File: config.mk
export PLATFORM = sky130hd
export DESIGN_NAME = qsc_gen
export DESIGN_NICKNAME = d
export VERILOG_FILES = /design/src/rtl/qsc_pkg.sv /design/src/rtl/qsc_ctrl.sv /design/src/rtl/qsc_bin_lfsr.sv /design/src/rtl/qsc_quat_lfsr.sv /design/src/rtl/qsc_mapper.sv /design/src/rtl/qsc_gen.sv
export SDC_FILE = /design/constraint.sdc
export NUM_CORES = 1
export LEC_CHECK = 0
export ABC_AREA = 0
export BUFFER_PORTS_ARGS = -buffer_cell sky130_fd_sc_hd__buf_2
export CAP_MARGIN = 20
export CORE_UTILIZATION = 58
export CTS_BUF_LIST = sky130_fd_sc_hd__clkbuf_2 sky130_fd_sc_hd__clkbuf_4 sky130_fd_sc_hd__clkbuf_8
export CTS_CLUSTER_DIAMETER = 60
export DETAILED_ROUTE_END_ITERATION = 10
export GPL_TIMING_DRIVEN = 0
export HOLD_SLACK_MARGIN = 0.06
export PLACE_DENSITY = 0.82
export SLEW_MARGIN = 0
export SYNTH_ARGS = -nofsm -noshare
export SYNTH_HDL_FRONTEND = slang
export SYNTH_SLANG_ARGS = --single-unit
File: constraint.sdc
create_clock -name clk -period 3.2 [get_ports clk]
set_input_delay 0.32 -clock clk [delete_from_list [all_inputs] [get_ports clk]]
set_output_delay 0.32 -clock clk [all_outputs]
set_load 0.01 [all_outputs]
File: src/rtl/qsc_pkg.sv
package qsc_pkg;

    typedef logic [1:0] quat_t;

    typedef enum logic [0:0] {
        ST_RUN  = 1'b0,
        ST_HOLD = 1'b1
    } qsc_state_e;

    function automatic logic sign_i(input quat_t z);
        return z[1] ^ z[0];
    endfunction

    function automatic logic sign_q(input quat_t z);
        return z[1];
    endfunction

endpackage

File: src/rtl/qsc_ctrl.sv
module qsc_ctrl #(
    parameter int CNT_W = 8
) (
    input  logic clk,
    input  logic rst,
    input  logic load,
    input  logic chip_en,
    output logic emit,
    output logic step
);
    import qsc_pkg::*;

    localparam logic [CNT_W-1:0] CNT_LAST = '1;
    localparam logic [CNT_W-1:0] CNT_PRE  = CNT_LAST - 1'b1;

    qsc_state_e       state_q, state_d;
    logic [CNT_W-1:0] cnt_q;

    // state register
    always_ff @(posedge clk) begin
        if (rst || load) begin
            state_q <= ST_RUN;                       // T_RESTART
        end else begin
            state_q <= state_d;
        end
    end

    always_comb begin
        state_d = state_q;
        if (emit) begin
            unique case (state_q)
                ST_RUN:  if (cnt_q == CNT_PRE) state_d = ST_HOLD;  // T_ENTER_HOLD
                ST_HOLD: state_d = ST_RUN;                         // T_RESUME
                default: state_d = ST_RUN;
            endcase
        end
    end

    // outputs
    always_comb begin
        emit = chip_en && !load;
        step = 1'b0;
        unique case (state_q)
            ST_RUN:  step = emit;
            ST_HOLD: step = 1'b0;
            default: step = 1'b0;
        endcase
    end

    always_ff @(posedge clk) begin
        if (rst || load) begin
            cnt_q <= '0;
        end else if (emit) begin
            cnt_q <= cnt_q + 1'b1;
        end
    end

    assert_hold_at_wrap_R6: assert property (@(posedge clk) disable iff (rst)
        (state_q == ST_HOLD) |-> (cnt_q == CNT_LAST));

    assert_load_restart_R8: assert property (@(posedge clk) disable iff (rst)
        load |=> (cnt_q == '0 && state_q == ST_RUN));

    assert_idle_freeze_R9: assert property (@(posedge clk) disable iff (rst)
        (!chip_en && !load) |=> ($stable(cnt_q) && $stable(state_q)));

endmodule

File: src/rtl/qsc_bin_lfsr.sv
module qsc_bin_lfsr #(
    parameter int          STAGES = 8,
    parameter logic [STAGES-1:0] TAPS = 8'hB1
) (
    input  logic              clk,
    input  logic              rst,
    input  logic              load,
    input  logic [STAGES-1:0] seed,
    input  logic              step,
    output logic              bit_out
);
    localparam logic [STAGES-1:0] ONE = {{(STAGES-1){1'b0}}, 1'b1};

    logic [STAGES-1:0] sr_q;
    logic              fb;

    assign fb      = ^(sr_q & TAPS);
    assign bit_out = sr_q[0];

    always_ff @(posedge clk) begin
        if (rst) begin
            sr_q <= ONE;
        end else if (load) begin
            sr_q <= (seed == '0) ? ONE : seed;
        end else if (step) begin
            sr_q <= {fb, sr_q[STAGES-1:1]};
        end
    end

    assert_bin_nonzero_R7: assert property (@(posedge clk) disable iff (rst)
        sr_q != '0);

    assert_bin_shift_R1: assert property (@(posedge clk) disable iff (rst)
        (step && !load) |=> (sr_q[STAGES-2:0] == $past(sr_q[STAGES-1:1])));

    assert_bin_still_R6: assert property (@(posedge clk) disable iff (rst)
        (!step && !load) |=> $stable(sr_q));

endmodule

File: src/rtl/qsc_quat_lfsr.sv
module qsc_quat_lfsr #(
    parameter int STAGES = 8,
    parameter logic [2*STAGES-1:0] COEF = 16'h0C7B
) (
    input  logic              clk,
    input  logic              rst,
    input  logic              load,
    input  logic [STAGES-1:0] seed,
    input  logic              step,
    output qsc_pkg::quat_t    sym_out
);
    import qsc_pkg::*;

    quat_t            sr_q [STAGES];
    quat_t            prod [STAGES];
    logic [STAGES-1:0] lsb;
    quat_t            fb;

    genvar g;
    generate
        for (g = 0; g < STAGES; g++) begin : g_tap
            logic [3:0] wide;
            assign wide    = {2'b00, COEF[2*g +: 2]} * {2'b00, sr_q[g]};
            assign prod[g] = wide[1:0];
            assign lsb[g]  = sr_q[g][0];
        end
    endgenerate

    always_comb begin
        fb = '0;
        for (int k = 0; k < STAGES; k++) begin
            fb = fb + prod[k];
        end
    end

    assign sym_out = sr_q[0];

    always_ff @(posedge clk) begin
        for (int k = 0; k < STAGES; k++) begin
            if (rst) begin
                sr_q[k] <= 2'd1;
            end else if (load) begin
                sr_q[k] <= {seed[k], 1'b1};
            end else if (step) begin
                sr_q[k] <= (k == STAGES - 1) ? fb : sr_q[(k + 1) % STAGES];
            end
        end
    end

    assert_quat_odd_load_R7: assert property (@(posedge clk) disable iff (rst)
        load |=> (lsb == '1));

    assert_quat_shift_R3: assert property (@(posedge clk) disable iff (rst)
        (step && !load) |=> (sr_q[0] == $past(sr_q[1])));

endmodule

File: src/rtl/qsc_mapper.sv
module qsc_mapper (
    input  logic           bit_a,
    input  logic           bit_b,
    input  qsc_pkg::quat_t sym_q,
    output qsc_pkg::quat_t z,
    output logic           s_i,
    output logic           s_q
);
    import qsc_pkg::*;

    always_comb begin
        z   = sym_q + {bit_a, 1'b0} + {bit_b, 1'b0};
        s_i = sign_i(z);
        s_q = sign_q(z);
    end

endmodule

File: src/rtl/qsc_gen.sv
module qsc_gen #(
    parameter int CODE_W = 24,
    parameter int STAGES = 8,
    parameter int CNT_W  = 8
) (
    input  logic              clk,
    input  logic              rst,
    input  logic              load,
    input  logic [CODE_W-1:0] code,
    input  logic              chip_en,
    output logic [1:0]        chip_z,
    output logic              chip_i,
    output logic              chip_q
);
    import qsc_pkg::*;

    localparam int A_LO = 2 * STAGES;
    localparam int B_LO = STAGES;

    logic  emit, step;
    logic  a_bit, b_bit;
    quat_t q_sym, z_d;
    logic  i_d, q_d;

    qsc_ctrl #(.CNT_W(CNT_W)) u_ctrl (
        .clk(clk), .rst(rst), .load(load), .chip_en(chip_en),
        .emit(emit), .step(step)
    );

    qsc_bin_lfsr #(.STAGES(STAGES), .TAPS(8'hB1)) u_reg_a (
        .clk(clk), .rst(rst), .load(load),
        .seed(code[A_LO +: STAGES]), .step(step), .bit_out(a_bit)
    );

    qsc_bin_lfsr #(.STAGES(STAGES), .TAPS(8'hA3)) u_reg_b (
        .clk(clk), .rst(rst), .load(load),
        .seed(code[B_LO +: STAGES]), .step(step), .bit_out(b_bit)
    );

    qsc_quat_lfsr #(.STAGES(STAGES), .COEF(16'h0C7B)) u_reg_q (
        .clk(clk), .rst(rst), .load(load),
        .seed(code[0 +: STAGES]), .step(step), .sym_out(q_sym)
    );

    qsc_mapper u_map (
        .bit_a(a_bit), .bit_b(b_bit), .sym_q(q_sym),
        .z(z_d), .s_i(i_d), .s_q(q_d)
    );

    always_ff @(posedge clk) begin
        if (rst) begin
            chip_z <= '0;
            chip_i <= 1'b0;
            chip_q <= 1'b0;
        end else if (emit) begin
            chip_z <= z_d;
            chip_i <= i_d;
            chip_q <= q_d;
        end
    end

    assert_map_levels_R5: assert property (@(posedge clk) disable iff (rst)
        (chip_i == (chip_z == 2'd1 || chip_z == 2'd2)) && (chip_q == (chip_z >= 2'd2)));

    assert_load_wins_R8: assert property (@(posedge clk) disable iff (rst)
        load |=> ($stable(chip_z) && $stable(chip_i) && $stable(chip_q)));

    assert_idle_outputs_R9: assert property (@(posedge clk) disable iff (rst)
        !chip_en |=> ($stable(chip_z) && $stable(chip_i) && $stable(chip_q)));

endmodule

==> reports/metrics.yaml, run 1 <==
status: "complete, no violations"
drtIter0Drc: 145
yosys_register_bits: 44
num_rows: 21
drive_gt1_frac: 0.1925
clock_latency_ns: 0.36
peakVddDrop_uv: 318.9
post-synth-top-count-cell: "dfxtp_1"
min_period_over_period: 0.8219
ys_types: 42
synth_top_family_by_area: "compound AO/OA/AOI/OAI gates"
worst_pin_slew_ns: 0.6586
cts_made_buffers: 5
wl_per_cell_um: 14.58
slowest_delay_ns: 0.47
rsz0062_at_grt: "no"
syn_nets: 234
synth_top_area_share: 0.2667
clk_pin_slew_ns: 0.13
dieArea_um2: 3869
p_per_area_nw_per_um2: 470.3
vias_per_cell: 5.740
synth_simple_gate_area_frac: 0.1577
yosysWarningCount: 0
cp-end-kind: "register"
holdCritPathClass: "input pin to register"
slew_headroom: 0.5609
p_leak_uw: 0.0009111
ys.flop_type: "dfxtp_1"
root_buffer: "clkbuf_4"
setup_viol: 0
synth_xor_area_frac: 0.07440
cts_resized: 0
ant_nets: 0
drc: 0
grt_max_degree: 15
avgSynthCellArea_um2: 10.46
ys_seq_area_frac: 0.4952
synth-async-reset-ratio: 0
crit_type: "register to register"
post_cts_buffers: 0
fin_crit_ns: 2.630
num_vias: 1636
ios: 32
drtPass1Iterations: 4
grt_overflow: 0
die_h_um: 62.20
drt_wl_total_mm: 4.156
coreArea_um2: 3416
hold_viol: 0
clock-sinks: 44
path_max_fanout: 2
gp_congestion: 0.7565
antenna_found_initial: 0
grt_pass1_wl_mm: 7.314
setup_tns_ns: 0
maxCapViolations: 0
synth-edff-count: 16
synth_compound_area_frac: 0.1792
crit_slowest_cell: "fa_1"
path_cells: "ha_1, inv_1, fa_1, inv_1, fa_1, xor2_1, xnor3_1, a22o_1"
slew_violations: 0
fillers: 282
portBuffers: 30
clock-skew-final_ns: 0.01715
p_total_uw: 1124
synth_fa_ha_area_frac: 0.03690
ctsHoldBuffers: 0
die_x_um: 62.20
ys_top_cells_by_count: "28 x dfxtp_1, 19 x a21oi_1, 16 x edfxtp_1, 15 x nand3_1, 12 x a22oi_1"
muxShareOfSynthArea: 0.009524
cts_tree: "done"
synth_area_um2: 2102
antenna_cells: 0
cp.arrival_ns: 2.77
start_util: 0.6154
synth_cells: 201
first_global_vias: 1608
worstPathRequired_ns: 3.34
multiInputGateArea_um2: 962.2
clockBufferDepth: 2
htree_levels: 2
synth_area_leaders: "dfxtp_1 27%, edfxtp_1 23%, a21oi_1 4.5%, a22oi_1 4.3%, nand3_1 3.6%"
clock.fmax_ghz: 0.3802
fin_nets: 271
yosysTopAreaCell: "dfxtp_1"
gr-usage-all-layers: 0.2426
cp-start-kind: "register"
syn2layout_area_growth_pct: 13.69
dpl.hpwl_mm: 2.934
seqCellArea_um2: 1041
[path summary, 6_finish.rpt]
path,slack [ns],endpoint,depth (start not counted),startpoint
worst max register to register,0.57,u_reg_q.sr_q[1][7]$_DFFE_PP_,8,u_reg_q.sr_q[1][2]$_SDFFCE_PN1P_
worst min-delay path,0.20,u_reg_a.sr_q[0]$_SDFFE_PP1P_,3,code[16]
worst max-delay path,0.57,u_reg_q.sr_q[1][7]$_DFFE_PP_,8,u_reg_q.sr_q[1][2]$_SDFFCE_PN1P_
worst min register to register,0.48,u_reg_a.sr_q[6]$_SDFFE_PP0P_,2,u_reg_a.sr_q[6]$_SDFFE_PP0P_
[power breakdown]
part	total (uW)	leakage (uW)	switching [uW]	internal (uW)
sequential	627	0.000380	18.9	608
clock	345	0.0000428	182	163
combinational	151	0.000488	74.9	76.4
[cells in the final DEF, fill, tap and decap left out, drive strengths merged, types with 2 or more instances in the layout]
| cell type | instances |
|---|---|
| fa | 2 |
| and3b | 2 |
| nor3 | 2 |
| or4 | 2 |
| or3 | 10 |
| nand3 | 15 |
| a21oi | 19 |
| xor2 | 3 |
| nand2 | 4 |
| a22oi | 12 |
| buf | 37 |
| nand2b | 4 |
| inv | 9 |
| nor4 | 2 |
| ha | 3 |
| and2 | 2 |
| mux2i | 2 |
| o21ai | 3 |
| a211oi | 7 |
| nor2 | 8 |
| o21bai | 2 |
| xnor2 | 7 |
| dfxtp | 28 |
| o31ai | 2 |
| clkinv | 2 |
| a22o | 8 |
| clkbuf | 12 |
| xnor3 | 2 |
| edfxtp | 16 |
[per-stage QoR]
| step | hold WS (ns) | area (um2) | setup slack (ns) | std cells | util |
|---|---|---|---|---|---|
| 2_1_floorplan | 0.4437 | 2102 | 0.6925 | 201 | - |
| 3_3_place_gp | 0.4543 | 2310 | 0.6171 | 277 | 0.6762 |
| 3_5_place_dp | 0.4624 | 2310 | 0.5736 | 277 | 0.6762 |
| 4_1_cts | 0.2048 | 2390 | 0.5550 | 285 | 0.6996 |
| 5_1_grt | 0.1956 | 2390 | 0.4833 | 285 | 0.6996 |
| 6_report | 0.2039 | 2390 | 0.5700 | 285 | 0.6996 |
[layer usage]
layer	global-route usage	share of wire	up-vias
met5	0	0	-
met4	0.07558	0.011	0
met3	0.06250	0.049	4
met2	0.3901	0.47	43
met1	0.3213	0.47	767
li1	-	-	822
[area by class of cell]
| class | count | share of cell area |
|---|---|---|
| flip-flops and latches | 44 | 0.4356 |
| multi-input cells | 134 | 0.4026 |
| repair buffers | 30 | 0.06283 |
| plain buffers | 14 | 0.02723 |
| well taps | 46 | 0.02408 |
| clock inverters | 3 | 0.01780 |
| clock buffers | 5 | 0.01571 |
| inverters | 9 | 0.01414 |
[registers in the layout, summed over array words and instances, names as in the netlist]
signal and flops:
u_ctrl.cnt_q 8, chip_i 1, u_reg_q.sr_q 16, chip_q 1
u_reg_b.sr_q 8, u_reg_a.sr_q 8, u_ctrl.state_q 1, chip_z 1
[kinds of logic after synthesis]
family          Yosys count
xor+xnor                 13
compound gates           56
fa+ha+maj                 5
simple gates             58
flops                    44
mux                       2
buf+inv                  23
[worst max-delay path: cells and delay by family, from the launching register on]
| kind | cells | cell delay [ns] |
|---|---|---|
| AOI/OAI and AO/OA | 1 | 0.21 |
| xor gates and xnor gates | 2 | 0.54 |
| adders and majority gates | 3 | 1.12 |
| buffers and inverters | 2 | 0.10 |
| DFF | 1 | 0.43 |
(Power assumes the default switching activity.)
==> run 2, diff against run 1 <==
CORE_UTILIZATION = 53   (was 58)
PLACE_DENSITY = 0.79   (was 0.82)
clock period = 2.3 ns   (was 3.2 ns; I/O delays follow)
==> reports/metrics.yaml, run 2 (synthesized netlist as in run 1, its figures left out) <==
portBuffers: 30
drtPass1Iterations: 4
first_global_vias: 1515
cp.arrival_ns: 2.51
gp_congestion: 0.7581
crit_type: "register to register"
ant_nets: 0
clk_pin_slew_ns: 0.08
rsz0062_at_grt: "yes"
coreArea_um2: 3744
met3WireLength_um: 160
wl_per_cell_um: 14.68
dp.cells: 279
p_leak_uw: 0.0009324
worstPathRequired_ns: 2.36
place_area_um2: 2315
fillers: 319
final_area_um2: 2441
cts_made_buffers: 5
largest-register: "u_reg_q.sr_q"
ios: 32
start_util: 0.5615
hold_viol: 0
utilization: 0.6521
setup_viol: 1
min_period_over_period: 1.067
clock-skew-final_ns: 0.008799
worst_pin_slew_ns: 0.6363
fin_nets: 271
clock-sinks: 44
setup_tns_ns: -0.1536
holdCritPathClass: "input pin to register"
grt_max_degree: 15
wl_met1_mm: 2.037
gr-usage-all-layers: 0.2229
grt_overflow: 0
cts_resized: 0
drt_wl_total_mm: 4.214
die_x_um: 64.98
routed-wl-met2_mm: 1.948
cp-start-kind: "register"
p_total_uw: 1729
peakVddDrop_uv: 621.4
status: "finished with violations"
drtIter0Drc: 91
htree_levels: 2
final_cell_mix: "34 x buf_2, 28 x dfxtp_1, 19 x a21oi_1, 16 x edfxtp_1, 15 x nand3_1"
multiInputGateArea_um2: 964.7
fin_cells: 287
drive_gt1_frac: 0.2008
root_buffer: "clkbuf_8"
clock.fmax_ghz: 0.4076
num_vias: 1635
clockBufferDepth: 2
maxCapViolations: 0
post_cts_buffers: 0
drc: 0
grt_pass1_wl_mm: 6.996
path_max_fanout: 2
cp-end-kind: "register"
seqCellArea_um2: 1041
final_common_cell: "buf_2"
largest_reg_flops: 16
maxUsedRoutingLayer: "met4"
dpl.hpwl_mm: 2.988
worst_slack_ns: -0.1536
syn2layout_area_growth_pct: 16.13
p_per_area_nw_per_um2: 708.1
dieArea_um2: 4222
ctsHoldBuffers: 0
slew_headroom: 0.5758
slew_violations: 0
vias_per_cell: 5.697
cts_tree: "done"
die_h_um: 64.98
antenna_found_initial: 0
antenna_cells: 0
fin_crit_ns: 2.454
violations: "setup timing"
clock_latency_ns: 0.30
num_rows: 22
[run 2: cell count changes in the layout (fill, tap and decap cells not counted), sizes merged]
| cell | delta |
|---|---|
| clkbuf | +2 |
| clkinv | -2 |
[run 2: layout make-up]
| type | instances | share of cell area |
|---|---|---|
| flip-flops and latches | 44 | 0.4264 |
| multi-input cells | 134 | 0.3952 |
| repair buffers | 30 | 0.06151 |
| clock buffers | 7 | 0.03947 |
| plain buffers | 14 | 0.02665 |
| well taps | 48 | 0.02460 |
| inverters | 9 | 0.01384 |
| clock inverters | 1 | 0.01230 |
[run 2: final timing paths]
check                                                       from                      endpoint  slack, ns  cells past startpoint
worst max-delay path            u_reg_q.sr_q[1][2]$_SDFFCE_PN1P_  u_reg_q.sr_q[1][7]$_DFFE_PP_      -0.15                      8
worst min-delay path                                    code[16]  u_reg_a.sr_q[0]$_SDFFE_PP1P_       0.20                      3
worst max register to register  u_reg_q.sr_q[1][2]$_SDFFCE_PN1P_  u_reg_q.sr_q[1][7]$_DFFE_PP_      -0.15                      8
worst min register to register      u_reg_b.sr_q[2]$_SDFFE_PP0P_  u_reg_b.sr_q[2]$_SDFFE_PP0P_       0.47                      2
[run 2: through the flow]
stage	hold WS (ns)	setup slack (ns)
CTS	0.1948	-0.1638
global placement	0.4548	-0.1224
detailed placement	0.4593	-0.1687
global route	0.1998	-0.2203
finish	0.1992	-0.1536
floorplan	0.3948	-0.02888
[run 2: power by group]
part           leakage [uW]  internal, uW  switching [uW]
Sequential         0.000380           846            27.0
Combinational      0.000488           107             104
Clock             0.0000645           383             261
Total              0.000932          1340             392
[run 2: metal layers]
| layer | global-route usage | vias to the layer above |
|---|---|---|
| met5 | 0 | - |
| met1 | 0.2922 | 780 |
| li1 | - | 817 |
| met3 | 0.05634 | 8 |
| met2 | 0.3529 | 30 |
| met4 | 0.08333 | 0 |
[run 2: critical path, stage by stage, from the launching register on]
cell      delay, ns
edfxtp_1       0.40
ha_1           0.29
inv_1          0.05
fa_1           0.47
inv_1          0.05
fa_2           0.34
xor2_1         0.17
xnor3_1        0.24
a22o_1         0.21
[run 2: repair_timing]
| action | CTS | global route |
|---|---|---|
| endpoints found under the setup margin | 1 | 1 |
| pin swaps | 2 | 0 |
| gates cloned | 0 | 0 |
| endpoints found under the hold margin | 0 | 0 |
